===== src/rtl/rcw_pkg.sv =====
package rcw_pkg;

  localparam int HBITS  = 8;
  localparam int MAXCOL = 64;

  // Column heights: HBITS bits per column, column 0 in the low slice.
  typedef logic [MAXCOL*HBITS-1:0] hvec_t;

  function automatic int hget(hvec_t v, int c);
    if (c < 0 || c >= MAXCOL) return 0;
    return int'(v[c*HBITS +: HBITS]);
  endfunction

  function automatic hvec_t hset(hvec_t v, int c, int h);
    hvec_t r;
    r = v;
    r[c*HBITS +: HBITS] = HBITS'(h);
    return r;
  endfunction

  // Heights of the partial-product pyramid of a w x w multiply.
  function automatic hvec_t pp_heights(int w);
    hvec_t v;
    v = '0;
    for (int c = 0; c < 2*w; c++) begin
      if (c < w) v = hset(v, c, c + 1);
      else       v = hset(v, c, 2*w - 1 - c);
    end
    return v;
  endfunction

  function automatic int max_height(hvec_t v, int ncol);
    int m;
    m = 0;
    for (int c = 0; c < ncol; c++)
      if (hget(v, c) > m) m = hget(v, c);
    return m;
  endfunction

  // Rows left after one pass that groups rows in threes.
  function automatic int next_target(int rows);
    return 2*(rows/3) + rows%3;
  endfunction

  // 1 when column c needs a half adder to stay within target t.
  function automatic int col_ha(hvec_t v, int t, int c);
    int cin, ha, h, fa, rem;
    cin = 0;
    ha  = 0;
    for (int k = 0; k <= c; k++) begin
      h   = hget(v, k);
      fa  = h / 3;
      rem = h % 3;
      ha  = ((rem == 2) && (fa + rem + cin > t)) ? 1 : 0;
      if (k < c) cin = fa + ha;
    end
    return ha;
  endfunction

  function automatic int col_cin(hvec_t v, int t, int c);
    if (c == 0) return 0;
    return hget(v, c-1)/3 + col_ha(v, t, c-1);
  endfunction

  // Slots at the bottom of an output column taken by forwarded bits or an HA sum.
  function automatic int col_np(hvec_t v, int t, int c);
    if (col_ha(v, t, c) != 0) return 1;
    return hget(v, c) % 3;
  endfunction

  function automatic hvec_t next_heights(hvec_t v, int t, int ncol);
    hvec_t r;
    r = '0;
    for (int c = 0; c < ncol; c++)
      r = hset(r, c, col_np(v, t, c) + hget(v, c)/3 + col_cin(v, t, c));
    return r;
  endfunction

  function automatic hvec_t level_heights(int w, int lvl);
    hvec_t v;
    v = pp_heights(w);
    for (int l = 0; l < lvl; l++)
      v = next_heights(v, next_target(max_height(v, 2*w)), 2*w);
    return v;
  endfunction

  function automatic int num_levels(int w);
    hvec_t v;
    int n;
    v = pp_heights(w);
    n = 0;
    while (max_height(v, 2*w) > 2 && n < 32) begin
      v = next_heights(v, next_target(max_height(v, 2*w)), 2*w);
      n++;
    end
    return n;
  endfunction

  function automatic int col_offset(hvec_t v, int c);
    int s;
    s = 0;
    for (int k = 0; k < c; k++) s += hget(v, k);
    return s;
  endfunction

  function automatic int total_bits(hvec_t v, int ncol);
    return col_offset(v, ncol);
  endfunction

  // Bit arithmetic of the counter cells.
  function automatic logic fa_sum(logic x, logic y, logic z);
    return x ^ y ^ z;
  endfunction

  function automatic logic fa_carry(logic x, logic y, logic z);
    return (x & y) | (z & (x ^ y));
  endfunction

  function automatic logic ha_sum(logic x, logic y);
    return x ^ y;
  endfunction

  function automatic logic ha_carry(logic x, logic y);
    return x & y;
  endfunction

endpackage


===== src/rtl/rcw_fa.sv =====
module rcw_fa (
  input  logic x_i,
  input  logic y_i,
  input  logic z_i,
  output logic s_o,
  output logic c_o
);
  assign s_o = rcw_pkg::fa_sum(x_i, y_i, z_i);
  assign c_o = rcw_pkg::fa_carry(x_i, y_i, z_i);
endmodule


===== src/rtl/rcw_ha.sv =====
module rcw_ha (
  input  logic x_i,
  input  logic y_i,
  output logic s_o,
  output logic c_o
);
  assign s_o = rcw_pkg::ha_sum(x_i, y_i);
  assign c_o = rcw_pkg::ha_carry(x_i, y_i);
endmodule


===== src/rtl/rcw_ppgen.sv =====
// Partial-product bits packed column by column; within a column, rows ascend.
module rcw_ppgen import rcw_pkg::*; #(
  parameter int W = 8,
  localparam int COLS = 2*W,
  localparam hvec_t PH = pp_heights(W),
  localparam int NPP = total_bits(PH, COLS)
) (
  input  logic [W-1:0]   mcand_i,
  input  logic [W-1:0]   mplier_i,
  output logic [NPP-1:0] pp_o
);
  generate
    for (genvar c = 0; c < COLS; c++) begin : g_col
      localparam int H    = hget(PH, c);
      localparam int OFF  = col_offset(PH, c);
      localparam int ROW0 = (c > W-1) ? c - (W-1) : 0;
      for (genvar s = 0; s < H; s++) begin : g_bit
        assign pp_o[OFF+s] = mplier_i[ROW0+s] & mcand_i[c-ROW0-s];
      end
    end
  endgenerate
endmodule


===== src/rtl/rcw_level.sv =====
// One reduction level. Output column layout, bottom up:
//   forwarded bits or HA sum | FA sums | FA carries from below | HA carry from below
module rcw_level import rcw_pkg::*; #(
  parameter int    COLS = 16,
  parameter hvec_t IN_H = pp_heights(8),
  parameter int    TGT  = next_target(max_height(pp_heights(8), 16)),
  localparam int    NIN   = total_bits(IN_H, COLS),
  localparam hvec_t OUT_H = next_heights(IN_H, TGT, COLS),
  localparam int    NOUT  = total_bits(OUT_H, COLS)
) (
  input  logic [NIN-1:0]  in_bits,
  output logic [NOUT-1:0] out_bits
);
  generate
    for (genvar c = 0; c < COLS; c++) begin : g_col
      localparam int H      = hget(IN_H, c);
      localparam int N_FA   = H / 3;
      localparam int N_REM  = H % 3;
      localparam int USE_HA = col_ha(IN_H, TGT, c);
      localparam int NP     = col_np(IN_H, TGT, c);
      localparam int IOFF   = col_offset(IN_H, c);
      localparam int OOFF   = col_offset(OUT_H, c);
      localparam int CSLOT  = (c+1 < COLS) ?
        col_offset(OUT_H, c+1) + col_np(IN_H, TGT, c+1) + hget(IN_H, c+1)/3 : 0;

      for (genvar k = 0; k < N_FA; k++) begin : g_fa
        if (c+1 < COLS) begin : g_in
          rcw_fa u_fa (
            .x_i(in_bits[IOFF+3*k]), .y_i(in_bits[IOFF+3*k+1]), .z_i(in_bits[IOFF+3*k+2]),
            .s_o(out_bits[OOFF+NP+k]), .c_o(out_bits[CSLOT+k]));
        end else begin : g_top
          logic drop;
          rcw_fa u_fa (
            .x_i(in_bits[IOFF+3*k]), .y_i(in_bits[IOFF+3*k+1]), .z_i(in_bits[IOFF+3*k+2]),
            .s_o(out_bits[OOFF+NP+k]), .c_o(drop));
        end
      end

      if (USE_HA != 0) begin : g_ha
        if (c+1 < COLS) begin : g_in
          rcw_ha u_ha (
            .x_i(in_bits[IOFF+3*N_FA]), .y_i(in_bits[IOFF+3*N_FA+1]),
            .s_o(out_bits[OOFF]), .c_o(out_bits[CSLOT+N_FA]));
        end else begin : g_top
          logic drop;
          rcw_ha u_ha (
            .x_i(in_bits[IOFF+3*N_FA]), .y_i(in_bits[IOFF+3*N_FA+1]),
            .s_o(out_bits[OOFF]), .c_o(drop));
        end
      end else begin : g_pass
        for (genvar s = 0; s < N_REM; s++) begin : g_bit
          assign out_bits[OOFF+s] = in_bits[IOFF+3*N_FA+s];
        end
      end
    end
  endgenerate
endmodule


===== src/rtl/rcw_cpa.sv =====
// Ripple carry-propagate adder over the last two rows.
module rcw_cpa import rcw_pkg::*; #(
  parameter int    COLS = 16,
  parameter hvec_t IN_H = level_heights(8, num_levels(8)),
  localparam int   NIN  = total_bits(IN_H, COLS)
) (
  input  logic [NIN-1:0]  in_bits,
  output logic [COLS-1:0] sum_o,
  output logic            cout_o
);
  logic [COLS-1:0] opx, opy;
  logic [COLS:0]   cy;

  assign cy[0] = 1'b0;

  generate
    for (genvar c = 0; c < COLS; c++) begin : g_col
      localparam int H   = hget(IN_H, c);
      localparam int OFF = col_offset(IN_H, c);
      if (H >= 1) begin : g_x
        assign opx[c] = in_bits[OFF];
      end else begin : g_x0
        assign opx[c] = 1'b0;
      end
      if (H >= 2) begin : g_y
        assign opy[c] = in_bits[OFF+1];
      end else begin : g_y0
        assign opy[c] = 1'b0;
      end
      rcw_fa u_cell (.x_i(opx[c]), .y_i(opy[c]), .z_i(cy[c]), .s_o(sum_o[c]), .c_o(cy[c+1]));
    end
  endgenerate

  assign cout_o = cy[COLS];
endmodule


===== src/rtl/rcw_mult.sv =====
module rcw_mult import rcw_pkg::*; #(
  parameter int W = 8
) (
  input  logic [W-1:0]   mcand_i,
  input  logic [W-1:0]   mplier_i,
  output logic [2*W-1:0] product_o
);
  localparam int    COLS = 2*W;
  localparam int    NLV  = num_levels(W);
  localparam hvec_t PH   = pp_heights(W);
  localparam int    NPP  = total_bits(PH, COLS);
  localparam hvec_t HF   = level_heights(W, NLV);
  localparam int    NF   = total_bits(HF, COLS);

  logic [NPP-1:0] pp_bits;
  logic [NF-1:0]  fin_bits;
  logic           cpa_cout;   // carry out of the final adder, watched by the checker

  rcw_ppgen #(.W(W)) u_pp (.mcand_i(mcand_i), .mplier_i(mplier_i), .pp_o(pp_bits));

  generate
    for (genvar L = 0; L < NLV; L++) begin : lv
      localparam hvec_t HI = level_heights(W, L);
      localparam int    T  = next_target(max_height(HI, COLS));
      localparam int    NI = total_bits(HI, COLS);
      localparam int    NO = total_bits(next_heights(HI, T, COLS), COLS);
      logic [NI-1:0] ibits;
      logic [NO-1:0] obits;
      if (L == 0) begin : g_src
        assign ibits = pp_bits;
      end else begin : g_chain
        assign ibits = lv[L-1].obits;
      end
      rcw_level #(.COLS(COLS), .IN_H(HI), .TGT(T)) u_lvl (.in_bits(ibits), .out_bits(obits));
    end

    if (NLV == 0) begin : g_nored
      assign fin_bits = pp_bits;
    end else begin : g_red
      assign fin_bits = lv[NLV-1].obits;
    end
  endgenerate

  rcw_cpa #(.COLS(COLS), .IN_H(HF)) u_cpa (.in_bits(fin_bits), .sum_o(product_o), .cout_o(cpa_cout));
endmodule


===== config.mk =====
export PLATFORM = sky130hd
export DESIGN_NAME = rcw_mult
export DESIGN_NICKNAME = d
export VERILOG_FILES = /design/src/rtl/rcw_pkg.sv /design/src/rtl/rcw_fa.sv /design/src/rtl/rcw_ha.sv /design/src/rtl/rcw_ppgen.sv /design/src/rtl/rcw_level.sv /design/src/rtl/rcw_cpa.sv /design/src/rtl/rcw_mult.sv
export SDC_FILE = /design/constraint.sdc
export NUM_CORES = 1
export LEC_CHECK = 0
export CAP_MARGIN = 20
export CORE_AREA = 8 8 68 70
export DETAILED_ROUTE_END_ITERATION = 12
export DIE_AREA = 0 0 76 78
export DONT_BUFFER_PORTS = 1
export SYNTH_ARGS = -nofsm -noshare
export SYNTH_HDL_FRONTEND = slang
export SYNTH_SLANG_ARGS = --single-unit

===== constraint.sdc =====
create_clock -name vclk -period 20.6
set_input_delay 6.18 -clock vclk [all_inputs]
set_output_delay 6.18 -clock vclk [all_outputs]
set_load 0.05 [all_outputs]

==> results.md <==
- Mapped Avg Cell Area: about 9.0 µm²
- Stages on worst setup path: 21
- Port Buf Inserts: 0
- Place WS: approximately 2800 ps
- First-pass GRT wire length: approximately 5.9 mm
- PD cells: between 100 and 150 nW/µm²
- Post-Syn Area: 1740 µm²
- Worst Tran Pin Value: 540 ps
- Area Overhead vs Synth: -3.45%
- Most frequent cell after synthesis: inv_1
- Post-Synthesis Net Count: about 270
- WL final: approximately 3.1 mm
- Total core area: between 3000 and 4000 µm²
- Startpoint types: input pin
- Rows: 22
- Final hold vios: 0
- Cells after synthesis: just under 200
- Initial Utilization: 49.0%
- Antenna cells: 0
- Share of Yosys cell area claimed by the top area cell type: a little under three fifths
- RSZ-0062 raised after global routing: no
- DRC: 0
- DRT iter0 DRCs: between 40 and 50
- Sequential area share after synthesis: 0%
- Final ANT Viol Nets: 0
- Share of layout cells above drive strength 1: less than 1%
- Top area cells in the synthesized netlist: fa_1 55%, and2_1 14%, inv_1 12%, buf_4 6.9%, ha_1 5.8%
- IO Pins: 32
- Vias in the first global route: between 1000 and 1500
- Drt via density: 4.69
- Vias: between 1000 and 1500
- Ys Warns: 0
- Gr usage total: ~12%
- Leak Pwr: ~0.88 nW
- CP most frequent cell: fa_1
- Final Cycle Share: between 80% and 90%
- Critical Path Sink: product_o[14]
- Max_slew headroom: 64.0%
- CP endpoint kind: primary output
- Design area: ~1700 µm²
- Commonest cells in the netlist: 57 x inv_1, 48 x fa_1, 40 x and2_1, 23 x nand2_1, 16 x buf_4
- GP Congestion: 0.827
- Multi-input logic area: 1410 µm²
- Max-slew violation count: 0
- Final net count: between 200 and 300
- Largest net degree at the start of global routing: 9
- Total of max-cap violations: 0
- Fill cells: 339
- Max FO, Critical Path: 8
- Post-CTS sizing: 0
- Worst Hold Launch: mcand_i[0]
- Cell accounting for the most synthesized area: fa_1
- Hold Crit Class: input pin to primary output
- Critical Path Slowest Stage Cell: fa_1
- Post-DP HPWL: 2.76 mm
- Global route total overflow: 0
- Final min period: approximately 18000 ps
- First-pass DRT Iterations: 4
- Die Span Y: 78 µm
- Netlist cell types: 7
- Setup TNS Final: 0 ps
- Setup violators final: 0
- Max Clock Freq: 0.0563 GHz
- WS Path Type: input pin to primary output
- Status: completed
- CP startpoint: mcand_i[4]
- Num sequential: 0
- Worst Path Required: ~14000 ps
- Full die area: between 5000 and 6000 µm²
- Placed Area: about 1700 µm²
- Postcts setup bufs: 0
- Clk_buf instances: 0
- Reg area: 0 µm²
- Initial antenna violation count: 0
- Average wire per standard cell: 13.9 µm
- Setup ws final: 2830 ps
- Chip Width: around 76 µm
- CP top delay family: adder cells
- Peak supply drop: 94.0 µV
- Post-CTS Hold Buffers: 0
- Worst Path Arrival: approximately 12000 ps
- Worst path bufs/invs: 6
- Crit-path max cell delay: around 820 ps
- Sequence of cells on the critical path: and2_1, fa_1, inv_1, fa_1, inv_1, fa_1, inv_1, fa_1, inv_1, ha_1, inv_1, fa_1, fa_1, fa_1, fa_1, inv_1, fa_1, fa_1, fa_1, fa_1, fa_1
==> kinds of logic (layout without fill, tap and decap cells) <==
group	Yosys count	in the layout	share of synthesized area, %
buffers and inverters	73	57	19.2
AND/OR/NAND/NOR	64	64	19.8
adder cells (fa/ha/maj)	56	56	61.0
==> worst min-delay path by stage <==
stage	to	depth (start not counted)
floorplan	product_o[0]	2
global placement	product_o[0]	1
detailed placement	product_o[0]	1
CTS	product_o[0]	1
global route	product_o[0]	1
finish	product_o[0]	1
==> layer usage <==
layer / GRT usage [%] / wire [µm] / vias up
met3: 1.73 / 161 / 0
met2: 23.0 / 1660 / 22
met1: 13.4 / 1300 / 550
li1: - / - / 483
met4: 0 / 0 / 0
met5: 0 / 0 / -
==> cells in the final DEF, fill, tap and decap left out <==
master and count:
inv_1 57, fa_1 48, and2_1 40, nand2_1 23
ha_1 8, and2_2 1
==> area by class of cell <==
cell class / count / area share, %
inverters: 57 / 12.7
multi-input cells: 120 / 83.7
well taps: 48 / 3.58
==> per-stage QoR <==
stage               power (mW)  hold slack [ps]  util, %  std cells
floorplan                0.199            12640        -        193
global placement         0.190            12650     47.3        225
detailed placement       0.192            12650     47.3        225
CTS                      0.192            12650     47.3        225
global route             0.208            12660     47.3        225
finish                   0.188            12650     47.3        225
==> power by group <==
group,total (mW),switching [mW],internal [mW]
Combinational,0.188,0.143,0.0444
Clock,0,0,0
Sequential,0,0,0
Power figures use the tool's default switching activity.
